**config.mk**
```make
export PLATFORM = sky130hd
export DESIGN_NAME = wdog_two_stage
export DESIGN_NICKNAME = d
export VERILOG_FILES = /design/src/rtl/wdt_pkg.sv /design/src/rtl/wdt_period_hold.sv /design/src/rtl/wdt_tick_counter.sv /design/src/rtl/wdt_escalator.sv /design/src/rtl/wdog_two_stage.sv
export SDC_FILE = /design/constraint.sdc
export NUM_CORES = 1
export LEC_CHECK = 0
export BUFFER_PORTS_ARGS = -buffer_cell sky130_fd_sc_hd__buf_2
export CAP_MARGIN = 10
export CORE_UTILIZATION = 50
export DETAILED_ROUTE_END_ITERATION = 8
export PLACE_DENSITY = 0.8
export SYNTH_ARGS = -nofsm -noshare
export SYNTH_HDL_FRONTEND = slang
export SYNTH_SLANG_ARGS = --single-unit
export TNS_END_PERCENT = 100
```
**constraint.sdc**
```tcl
create_clock -name clk -period 2.4 [get_ports clk]
set_input_delay 0.36 -clock clk [delete_from_list [all_inputs] [get_ports clk]]
set_output_delay 0.36 -clock clk [all_outputs]
set_load 0.02 [all_outputs]
```
**src/rtl/wdt_pkg.sv**
```systemverilog
package wdt_pkg;

    localparam int unsigned SEL_W = 2;

    typedef enum logic [1:0] {
        WD_ARMED   = 2'd0,
        WD_WARNED  = 2'd1,
        WD_TRIPPED = 2'd2
    } wd_stage_e;

    // Events produced by the counter each cycle
    typedef struct packed {
        logic expire;   // terminal count reached with no clear
        logic reload;   // counter restarts (clear or expiry)
    } tick_evt_t;

    // Shift amount of the interval length: base + 2*code
    function automatic int unsigned period_shift(input logic [SEL_W-1:0] code,
                                                 input int unsigned base);
        return base + (32'(code) << 1);
    endfunction

endpackage

```
**src/rtl/wdt_period_hold.sv**
```systemverilog
module wdt_period_hold
    import wdt_pkg::*;
(
    input  logic             clk,
    input  logic             rst,
    input  logic [SEL_W-1:0] sel_in,
    input  logic             reload,
    output logic [SEL_W-1:0] sel_q
);

    always_ff @(posedge clk) begin
        if (rst || reload)
            sel_q <= sel_in;
    end


    sel_hold_chk: assert property (@(posedge clk) disable iff (rst)
        !reload |=> $stable(sel_q));

endmodule

```
**src/rtl/wdt_tick_counter.sv**
```systemverilog
module wdt_tick_counter
    import wdt_pkg::*;
#(
    parameter int unsigned BASE_SHIFT = 12
) (
    input  logic             clk,
    input  logic             rst,
    input  logic             kick,
    input  logic [SEL_W-1:0] sel_q,
    output tick_evt_t        evt
);

    localparam int unsigned MAX_SEL = (1 << SEL_W) - 1;
    localparam int unsigned CW      = BASE_SHIFT + 2 * MAX_SEL;
    localparam logic [CW-1:0] ALL_ONES = {CW{1'b1}};

    logic [CW-1:0] count;
    logic [CW-1:0] term;

    always_comb begin
        term       = ~(ALL_ONES << period_shift(sel_q, BASE_SHIFT));
        evt.expire = (count == term) && !kick;
        evt.reload = kick || evt.expire;
    end

    always_ff @(posedge clk) begin
        if (rst || evt.reload)
            count <= '0;
        else
            count <= count + 1'b1;
    end


    kick_restart_chk: assert property (@(posedge clk) disable iff (rst)
        kick |=> (count == '0));


    count_bound_chk: assert property (@(posedge clk) disable iff (rst)
        count <= term);

endmodule

```
**src/rtl/wdt_escalator.sv**
```systemverilog
module wdt_escalator
    import wdt_pkg::*;
(
    input  logic      clk,
    input  logic      rst,
    input  logic      kick,
    input  tick_evt_t evt,
    output logic      nmi_pulse,
    output logic      reset_req,
    output logic      warned
);

    wd_stage_e stage_q;
    logic      nmi_q;
    logic      rreq_q;

    always_ff @(posedge clk) begin
        if (rst) begin
            stage_q <= WD_ARMED;
            nmi_q   <= 1'b0;
            rreq_q  <= 1'b0;
        end else begin
            nmi_q <= 1'b0;
            unique case (stage_q)
                WD_ARMED: begin
                    if (evt.expire) begin
                        stage_q <= WD_WARNED;
                        nmi_q   <= 1'b1;
                    end
                end
                WD_WARNED: begin
                    if (kick) begin
                        stage_q <= WD_ARMED;
                    end else if (evt.expire) begin
                        stage_q <= WD_TRIPPED;
                        rreq_q  <= 1'b1;
                    end
                end
                default: begin
                    stage_q <= WD_TRIPPED;
                end
            endcase
        end
    end

    assign nmi_pulse = nmi_q;
    assign reset_req = rreq_q;
    assign warned    = (stage_q != WD_ARMED);


    nmi_single_chk: assert property (@(posedge clk) disable iff (rst)
        nmi_pulse |=> !nmi_pulse);


    nmi_flag_chk: assert property (@(posedge clk) disable iff (rst)
        nmi_pulse |-> warned);


    rst_req_sticky_chk: assert property (@(posedge clk) disable iff (rst)
        reset_req |=> reset_req);


    no_nmi_after_trip_chk: assert property (@(posedge clk) disable iff (rst)
        reset_req |-> !nmi_pulse);


    kick_priority_chk: assert property (@(posedge clk) disable iff (rst)
        (kick && !reset_req) |=> !nmi_pulse);

endmodule

```
**src/rtl/wdog_two_stage.sv**
```systemverilog
module wdog_two_stage
    import wdt_pkg::*;
#(
    parameter int unsigned BASE_SHIFT = 12
) (
    input  logic       clk,
    input  logic       rst,
    input  logic [1:0] period_sel,
    input  logic       kick,
    output logic       nmi_pulse,
    output logic       reset_req,
    output logic       warned
);

    logic [SEL_W-1:0] sel_q;
    tick_evt_t        evt;

    wdt_period_hold u_hold (
        .clk    (clk),
        .rst    (rst),
        .sel_in (period_sel),
        .reload (evt.reload),
        .sel_q  (sel_q)
    );

    wdt_tick_counter #(.BASE_SHIFT(BASE_SHIFT)) u_count (
        .clk   (clk),
        .rst   (rst),
        .kick  (kick),
        .sel_q (sel_q),
        .evt   (evt)
    );

    wdt_escalator u_esc (
        .clk       (clk),
        .rst       (rst),
        .kick      (kick),
        .evt       (evt),
        .nmi_pulse (nmi_pulse),
        .reset_req (reset_req),
        .warned    (warned)
    );

endmodule

```
==> results of run 1 <==
-- power by group --
part | switching, mW | leakage, nW | internal (mW)
Clock | 0.122 | 0.0279 | 0.169
Combinational | 0.0112 | 0.213 | 0.00926
Sequential | 0.00518 | 0.198 | 0.409
-- registers in the layout (all words and copies together), names as in the netlist --
register and count:
u_esc.reset_req 1, u_count.count 18, u_hold.sel_q 2, u_esc.stage_q 2, u_esc.nmi_pulse 1
-- critical path: cells and delay by family (launching register included) --
family / cells / cell delay [ps]
flops: 1 / 470
simple gates: 1 / 200
compound gates: 3 / 1110
-- Yosys cell counts --
library cell,instances
or4_1,1
o31ai_1,1
nand4_1,4
nor3b_1,2
nor4_1,2
inv_1,4
or3_4,1
and3_1,1
nor4b_1,2
nand2b_1,1
o32ai_1,1
buf_2,2
or2_2,1
nand3_1,7
a211o_1,1
xnor2_1,5
or3_1,4
a211oi_2,1
mux2i_1,1
dfxtp_1,22
nand4_4,1
a21oi_1,1
ha_1,2
o22ai_1,1
nand2_1,8
xor2_1,8
o21bai_1,1
and4_2,1
o21ai_0,2
or2_0,1
edfxtp_1,2
and2_1,1
clkbuf_1,3
o2111a_1,1
a211oi_1,4
nor3_1,14
o2111ai_1,1
and4_1,2
nor2_1,3
-- cell usage in the layout (no fill, tap or decap), types with 3 or more instances in the layout --
master	count
nor3_1	14
inv_1	4
clkbuf_4	3
xor2_1	8
dfxtp_1	22
nand2_1	8
nor2_1	3
nand3_1	7
or3_1	4
a211oi_1	4
nand4_1	4
buf_2	7
xnor2_1	5
-- per-layer routing --
| metal | vias to the layer above | wire length (um) |
|---|---|---|
| met5 | - | 0 |
| met4 | 0 | 36 |
| met3 | 4 | 58 |
| met2 | 11 | 1074 |
| met1 | 435 | 1047 |
| li1 | 470 | - |
-- final cells by class --
class / count / area [um^2] / share of cell area (%)
flip-flops and latches: 24 / 500.5 / 39.80
well taps: 27 / 33.78 / 2.687
inverters: 4 / 15.01 / 1.194
multi-input cells: 88 / 605.6 / 48.16
clock inverters: 1 / 30.03 / 2.388
clock buffers: 3 / 22.52 / 1.791
repair buffers: 9 / 50.05 / 3.980
-- worst max path at each step --
stage | start | endpoint | slack [ps] | cells past startpoint
final | u_hold.sel_q[1]$_DFFE_PP_ | u_hold.sel_q[0]$_DFFE_PP_ | 360 | 4
after global routing | u_hold.sel_q[1]$_DFFE_PP_ | u_count.count[17]$_SDFF_PP0_ | 250 | 5
after CTS | u_hold.sel_q[1]$_DFFE_PP_ | u_hold.sel_q[0]$_DFFE_PP_ | 400 | 4
after detailed placement | u_hold.sel_q[1]$_DFFE_PP_ | u_hold.sel_q[0]$_DFFE_PP_ | 420 | 4
after global placement | u_hold.sel_q[1]$_DFFE_PP_ | u_hold.sel_q[0]$_DFFE_PP_ | 500 | 4
after floorplan | u_hold.sel_q[1]$_DFFE_PP_ | u_hold.sel_q[0]$_DFFE_PP_ | 630 | 5
-- logic make-up after synthesis --
logic type	after synthesis	synth area share (%)
multiplexers	1	0.8763
AND/OR/NAND/NOR	57	29.79
flip-flops	24	43.81
AO/OA/AOI/OAI	15	10.19
XOR/XNOR	13	9.967
adder cells (fa/ha/maj)	2	2.190
buffers and inverters	9	3.176
==> impl_metrics.yaml, run 1 <==
outcome:
  status: "complete, no violations"
timing:
  setup_violations: 0
  tns_ps: 0
  fin_skew_ps: 2.295
  setup_slack_ps: 359.6
  max_slew_margin_pct: 55.87
  fin_crit_ps: 2040
  timing.fmax_ghz: 0.4901
  timing.hold.ws_ps: 211.4
  period_share_pct: 85.02
  worstMarginPinSlew_ps: 662.0
  slew_viol_final: 0
  grt_setup_unrepaired: "false"
  hold_viol_final: 0
placement:
  placedCellCount: 152
  place_area_um2: 1205
  port_buffers: 7
  dp_hpwl_mm: 1.586
  pre_cts_ws_ps: 419.1
  gp_congestion: 0.8168
cts:
  postCtsHoldBufs: 0
  clkSlewWorstSetupHoldPaths_ps: 130
  cts_sinks: 24
  cts_setup_buffers: 0
  clk_latency_ps: 320
  cts_tree: "yes"
  postCtsResizedCells: 0
  htree_levels: 1
  cts_max_path_buffers: 2
  clock-root-buffer: "clkbuf_4"
  cts-buffers-inserted: 3
min_path:
  hold_path_end: "u_hold.sel_q[1]$_DFFE_PP_"
  hold_class: "in -> reg"
  min_path_cells: 1
  hp-start: "period_sel[1]"
power:
  p_leak_nw: 0.4384
  powerDensity_nw_per_um2: 577.2
  finalPower_uw: 725.8
  vdd_drop_max_mv: 0.4888
synth:
  synth_area_um2: 1142
  synthDistinctLibCells: 39
  synth_cells: 121
  synth_top_area_share_pct: 38.55
  ys_top_cells_by_area: "dfxtp_1 39%, nor3_1 6.1%, xor2_1 6.1%, edfxtp_1 5.3%, xnor2_1 3.8%"
  synth_top_area_cell: "dfxtp_1"
  ys_seq_area_share_pct: 43.81
  avgSynthCellArea_um2: 9.441
  ys_seq_elements: 24
  synth_nets: 128
  synth_warnings: 0
floorplanning:
  die_area_um2: 2480
  fp.dieW_um: 49.80
  ios: 8
  fp.dieH_um: 49.80
  coreArea_um2: 2062
  rows: 16
  start_util_pct: 55.40
routing:
  firstDrtPassIters: 4
  routedWlPerCell_um: 14.21
  drt-total-wl_mm: 2.217
  drt_iter0_drc: 36
  drc_errors: 0
  routed_via_density: 5.897
  vias: 920
  ant_nets: 0
setup_path:
  arrival_ps: 2090
  r2r_start: "u_hold.sel_q[1]$_DFFE_PP_"
  critPathMaxStageDelay_ps: 490
  r2r-end: "u_hold.sel_q[0]$_DFFE_PP_"
  crit_path_start_kind: "flop"
  cpMaxStageDelayCell: "o2111a_1"
  rrSetupSlack_ps: 360
  crit_chain: "a211o_1 > a211oi_1 > o2111a_1 > or2_2"
  critPathRequiredTime_ps: 2450
  crit_path_end_kind: "flop"
  crit_type: "reg -> reg"
  r2r_cells: 4
  cp_max_fo: 11
job:
  maxCapViolCount: 0
cells_and_area:
  syn_to_final_growth_pct: 10.08
  drive_above_1_share_pct: 13.95
  nFillCells: 173
  finalNonFillerCells: 156
  finalInstanceArea_um2: 1257
  num_antenna_cells: 0
  utilization_pct: 60.98
  nets: 137
global_route:
  gr-total-overflow: 0
  use_met1_pct: 23.33
  grt_pass1_vias: 856
  top_usage_layer: "met2"
  use_met3_pct: 6.481
  grt_max_degree: 15
  grtUsageMet2_pct: 32.88
  grt_usage_pct: 19.57
  antenna_found_initial: 0
  grt_pass1_wl_mm: 3.657
(Power assumes the default switching activity.)
==> run 2: changes to the inputs <==
==> constraint.sdc (replaced) <==
create_clock -name clk -period 2.3 [get_ports clk]
set_input_delay 0.345 -clock clk [delete_from_list [all_inputs] [get_ports clk]]
set_output_delay 0.345 -clock clk [all_outputs]
set_load 0.02 [all_outputs]
==> run 2 against run 1 <==
  * Combinational power up 3%
  * Die area stayed put
  * Hold slack got worse by 17 ps
  * Largest power group unchanged
  * Sequential share of layout area fell by 0.24 points
  * Via count decreased by 0.87%
  * Non-clock buffer count is 1 higher
  * Sequential power is 5% higher
  * Clock power rose by 5%
==> impl_metrics.yaml, run 2 (same netlist as run 1, synthesis figures left out) <==
outcome:
  status: "complete, no violations"
cts:
  cts_sinks: 24
  clk_latency_ps: 320
  cts-buffers-inserted: 3
  cts_max_path_buffers: 2
  clock-root-buffer: "clkbuf_4"
  postCtsResizedCells: 0
  postCtsHoldBufs: 0
  cts_setup_buffers: 0
  clkSlewWorstSetupHoldPaths_ps: 130
  htree_levels: 1
  cts_tree: "yes"
routing:
  firstDrtPassIters: 4
  vias: 912
  routedWlPerCell_um: 14.26
  drc_errors: 0
  drt-total-wl_mm: 2.239
  drt_iter0_drc: 13
  ant_nets: 0
  routed_via_density: 5.809
timing:
  timing.hold.ws_ps: 194.2
  setup_slack_ps: 396.6
  timing.fmax_ghz: 0.5254
  max_slew_margin_pct: 59.34
  fin_skew_ps: 6.997
  tns_ps: 0
  fin_crit_ps: 1903
  grt_setup_unrepaired: "false"
  hold_viol_final: 0
  worstMarginPinSlew_ps: 609.9
  setup_violations: 0
  slew_viol_final: 0
  period_share_pct: 82.76
cells_and_area:
  syn_to_final_growth_pct: 10.73
  final_cell_mix: "22 x dfxtp_1, 14 x nor3_1, 8 x nand2_1, 8 x xor2_1"
  finalNonFillerCells: 157
  reg.largest.list: "u_count.count: 18 flops, u_esc.stage_q: 2 flops, u_hold.sel_q: 2 flops"
  drive_above_1_share_pct: 14.62
  num_antenna_cells: 0
  finalInstanceArea_um2: 1265
  layout_commonest_cell: "dfxtp_1"
  nets: 138
  multi_input_area_um2: 605.6
  nFillCells: 180
  largest_reg_flops: 18
  top_register: "u_count.count"
  utilization_pct: 61.35
  seqCellArea_um2: 500.5
setup_path:
  r2r-end: "u_count.count[16]$_SDFF_PP0_"
  critPathMaxStageDelay_ps: 420
  startpoint: "u_count.count[0]$_SDFF_PP0_"
  critPathRequiredTime_ps: 2550
  cp_max_fo: 6
  crit_type: "reg -> reg"
  rrSetupSlack_ps: 400
  crit_path_start_kind: "flop"
  arrival_ps: 2150
  r2r_start: "u_count.count[0]$_SDFF_PP0_"
  crit_chain: "ha_1 > nand3_1 > or3_4 > or3_1 > a211oi_2"
  crit_path_end_kind: "flop"
  r2r_cells: 5
  cpMaxStageDelayCell: "dfxtp_1"
global_route:
  antenna_found_initial: 0
  use_met1_pct: 24.57
  gr-total-overflow: 0
  grt_pass1_wl_mm: 3.795
  grt_usage_pct: 20.91
  top_usage_layer: "met2"
  grt_pass1_vias: 812
  grtUsageMet2_pct: 34.23
  grt_max_degree: 15
  use_met3_pct: 6.790
min_path:
  hold_path_end: "u_hold.sel_q[0]$_DFFE_PP_"
  hp-start: "period_sel[0]"
  hold_class: "in -> reg"
  min_path_cells: 1
power:
  powerDensity_nw_per_um2: 600.3
  p_comb_share_pct: 2.8
  finalPower_uw: 759.4
  p_sw_share_pct: 19.32
  clock_power_share_pct: 40.2
  switching_power_uw: 146.7
  seqPwrFrac_pct: 57.0
  p_leak_nw: 0.4438
  vdd_drop_max_mv: 0.6466
  intPower_uw: 612.6
job:
  maxCapViolCount: 0
floorplanning:
  coreArea_um2: 2062
  rows: 16
  fp.dieH_um: 49.80
  ios: 8
  die_area_um2: 2480
  start_util_pct: 55.40
  fp.dieW_um: 49.80
placement:
  gp_congestion: 0.8340
  dp_hpwl_mm: 1.669
  port_buffers: 7
  place_area_um2: 1212
  placedCellCount: 153
  pre_cts_ws_ps: 432.9
## run 2: changes by cell type in the layout (fill, tap and decap cells not counted)
cell / previous run / this run
buf_4: 2 / 3
## run 2: cell type report
cell class                      instances  share of cell area [%]
Sequential cell                        24                   39.56
Tap cell                               27                   2.671
Clock inverter                          1                   2.374
Clock buffer                            3                   1.780
Multi-Input combinational cell         88                   47.87
Inverter                                4                   1.187
Timing Repair Buffer                   10                   4.550
## run 2: how the worst max path moves through the flow
stage                                   end  depth (start not counted)
2_1_floorplan     u_hold.sel_q[0]$_DFFE_PP_                          5
3_3_place_gp   u_count.count[16]$_SDFF_PP0_                          5
3_5_place_dp   u_count.count[16]$_SDFF_PP0_                          5
4_1_cts        u_count.count[16]$_SDFF_PP0_                          5
5_1_grt        u_count.count[16]$_SDFF_PP0_                          5
6_report       u_count.count[16]$_SDFF_PP0_                          5
## run 2: critical path, delay by kind of cell (launching register included)
kind                       cells  cell delay [ps]
adders and majority gates      1              210
AOI/OAI and AO/OA              1              210
DFF                            1              420
and+or+nand+nor                3              990
## run 2: per-layer routing
| layer | vias to the layer above | part of all wire, % |
|---|---|---|
| met4 | 0 | 0.80 |
| met3 | 2 | 3.0 |
| li1 | 470 | - |
| met5 | - | 0 |
| met1 | 427 | 46 |
| met2 | 13 | 50 |
## run 2: power by group through the flow
stage               clock [mW]  combinational (mW)  sequential (mW)
floorplan                    0              0.0138            0.440
global placement             0              0.0200            0.441
detailed placement           0              0.0210            0.442
CTS                      0.312              0.0211            0.433
global route             0.333              0.0232            0.434
finish                   0.306              0.0210            0.433
==> run 3: changes to the inputs <==
==> constraint.sdc (replaced) <==
create_clock -name clk -period 1.8 [get_ports clk]
set_input_delay 0.27 -clock clk [delete_from_list [all_inputs] [get_ports clk]]
set_output_delay 0.27 -clock clk [all_outputs]
set_load 0.02 [all_outputs]
==> run 3 against run 2 <==
  * Largest cell class unchanged
  * Combinational power up 61%
  * Fmax is 11% higher
  * Die area unchanged
  * Largest power group unchanged
  * Final area increased by 3.2%
  * Critical endpoint unchanged
  * Sequential power up 27%
==> impl_metrics.yaml, run 3 (same netlist as run 1, synthesis figures left out) <==
timing:
  hold_viol_final: 0
  worstMarginPinSlew_ps: 463.4
  timing.fmax_ghz: 0.5827
  period_share_pct: 95.34
  fin_crit_ps: 1716
  max_slew_margin_pct: 68.82
  grt_setup_unrepaired: "false"
  timing.hold.ws_ps: 115.9
  tns_ps: 0
  slew_viol_final: 0
  setup_violations: 0
  fin_skew_ps: 7.448
cts:
  cts_tree: "yes"
  clkSlewWorstSetupHoldPaths_ps: 140
  clock-root-buffer: "clkbuf_4"
  htree_levels: 1
  clk_latency_ps: 320
  postCtsResizedCells: 0
  cts_max_path_buffers: 2
  cts_setup_buffers: 0
  cts-buffers-inserted: 3
  postCtsHoldBufs: 0
  cts_sinks: 24
floorplanning:
  coreArea_um2: 2062
  ios: 8
  start_util_pct: 55.40
  rows: 16
  die_area_um2: 2480
  fp.dieW_um: 49.80
  fp.dieH_um: 49.80
setup_path:
  crit_path_start_kind: "flop"
  cpMaxStageDelayCell: "dfxtp_1"
  arrival_ps: 1980
  crit_path_end_kind: "flop"
  cp_max_fo: 6
  critPathMaxStageDelay_ps: 490
  crit_chain: "nand4_4 > or3_4 > or3_1 > a211oi_2"
  critPathRequiredTime_ps: 2060
  r2r_cells: 4
  crit_type: "reg -> reg"
cells_and_area:
  top_register: "u_count.count"
  final_cell_mix: "21 x dfxtp_1, 14 x nor3_1, 8 x nand2_1, 8 x xor2_1, 8 x buf_4"
  nets: 143
  drive_above_1_share_pct: 19.26
  syn_to_final_growth_pct: 14.24
  layout_commonest_cell: "dfxtp_1"
  largest_reg_flops: 18
  reg.largest.list: "u_count.count: 18 flops, u_esc.stage_q: 2 flops, u_hold.sel_q: 2 flops"
  num_antenna_cells: 0
routing:
  wl_met2_mm: 1.018
  dr_wl_met3_um: 96
  ant_nets: 0
  routedWlPerCell_um: 14.03
  routed_via_density: 5.741
  wl_met1_mm: 1.123
  drc_errors: 0
  routed.top_layer: "met4"
  drt_iter0_drc: 10
  firstDrtPassIters: 4
  drt-total-wl_mm: 2.273
  vias: 930
global_route:
  grt_pass1_wl_mm: 3.829
  grt_max_degree: 19
  gr-total-overflow: 0
  grt_pass1_vias: 856
  grt_usage_pct: 20.63
  antenna_found_initial: 0
placement:
  dp_hpwl_mm: 1.657
  port_buffers: 7
  gp_congestion: 0.8084
power:
  p_leak_nw: 0.4667
  vdd_drop_max_mv: 0.5726
  powerDensity_nw_per_um2: 708.2
outcome:
  status: "complete, no violations"
min_path:
  hold_class: "in -> reg"
  min_path_cells: 1
job:
  maxCapViolCount: 0
==> run 3: cell count changes in the layout (fill, tap and decap cells not counted), sizes merged <==
| cell | before | now |
|---|---|---|
| clkbuf | 3 | 4 |
| bufinv | 1 | 0 |
| buf | 10 | 15 |
==> run 3: cell type report <==
type	count	area, um^2
repair buffers	15	95.09
fillers	174	757.0
multi-input cells	88	611.8
inverters	4	15.01
clock buffers	4	47.55
well taps	27	33.78
flip-flops and latches	24	501.7
==> run 3: power breakdown <==
part / switching (mW) / internal [mW] / total, mW
sequential: 0.00568 / 0.545 / 0.551
clock: 0.169 / 0.170 / 0.339
combinational: 0.0179 / 0.0160 / 0.0339
total: 0.193 / 0.731 / 0.924
==> run 3: worst paths after layout <==
kind,startpoint,slack (ps),end
max,u_count.count[4]$_SDFF_PP0_,80,u_count.count[16]$_SDFF_PP0_
min,period_sel[0],120,u_hold.sel_q[0]$_DFFE_PP_
max reg2reg,u_count.count[4]$_SDFF_PP0_,80,u_count.count[16]$_SDFF_PP0_
min reg2reg,u_count.count[0]$_SDFF_PP0_,470,u_count.count[0]$_SDFF_PP0_
==> run 3: metal layers <==
| layer | global-route usage, % | up-vias |
|---|---|---|
| met4 | 7.143 | 0 |
| met5 | 0 | - |
| met2 | 32.43 | 15 |
| li1 | - | 474 |
| met3 | 7.407 | 4 |
| met1 | 25.86 | 437 |
==> run 3: critical path, delay by kind of cell, from the launching register on <==
family,cells,cell delay (ps)
AO/OA/AOI/OAI,1,210
flip-flops,1,490
AND/OR/NAND/NOR,3,960
==> run 3: stage by stage <==
step                instances  setup slack, ps  utilization [%]  power [mW]  cell area, um^2
floorplan                 121            29.80                -      0.5803             1142
global placement          158            158.9            60.62      0.5944             1250
detailed placement        158            104.3            60.62      0.5958             1250
CTS                       162            67.44            62.92      0.9295             1297
global route              162            3.567            63.29      0.9674             1305
finish                    162            83.86            63.29      0.9242             1305
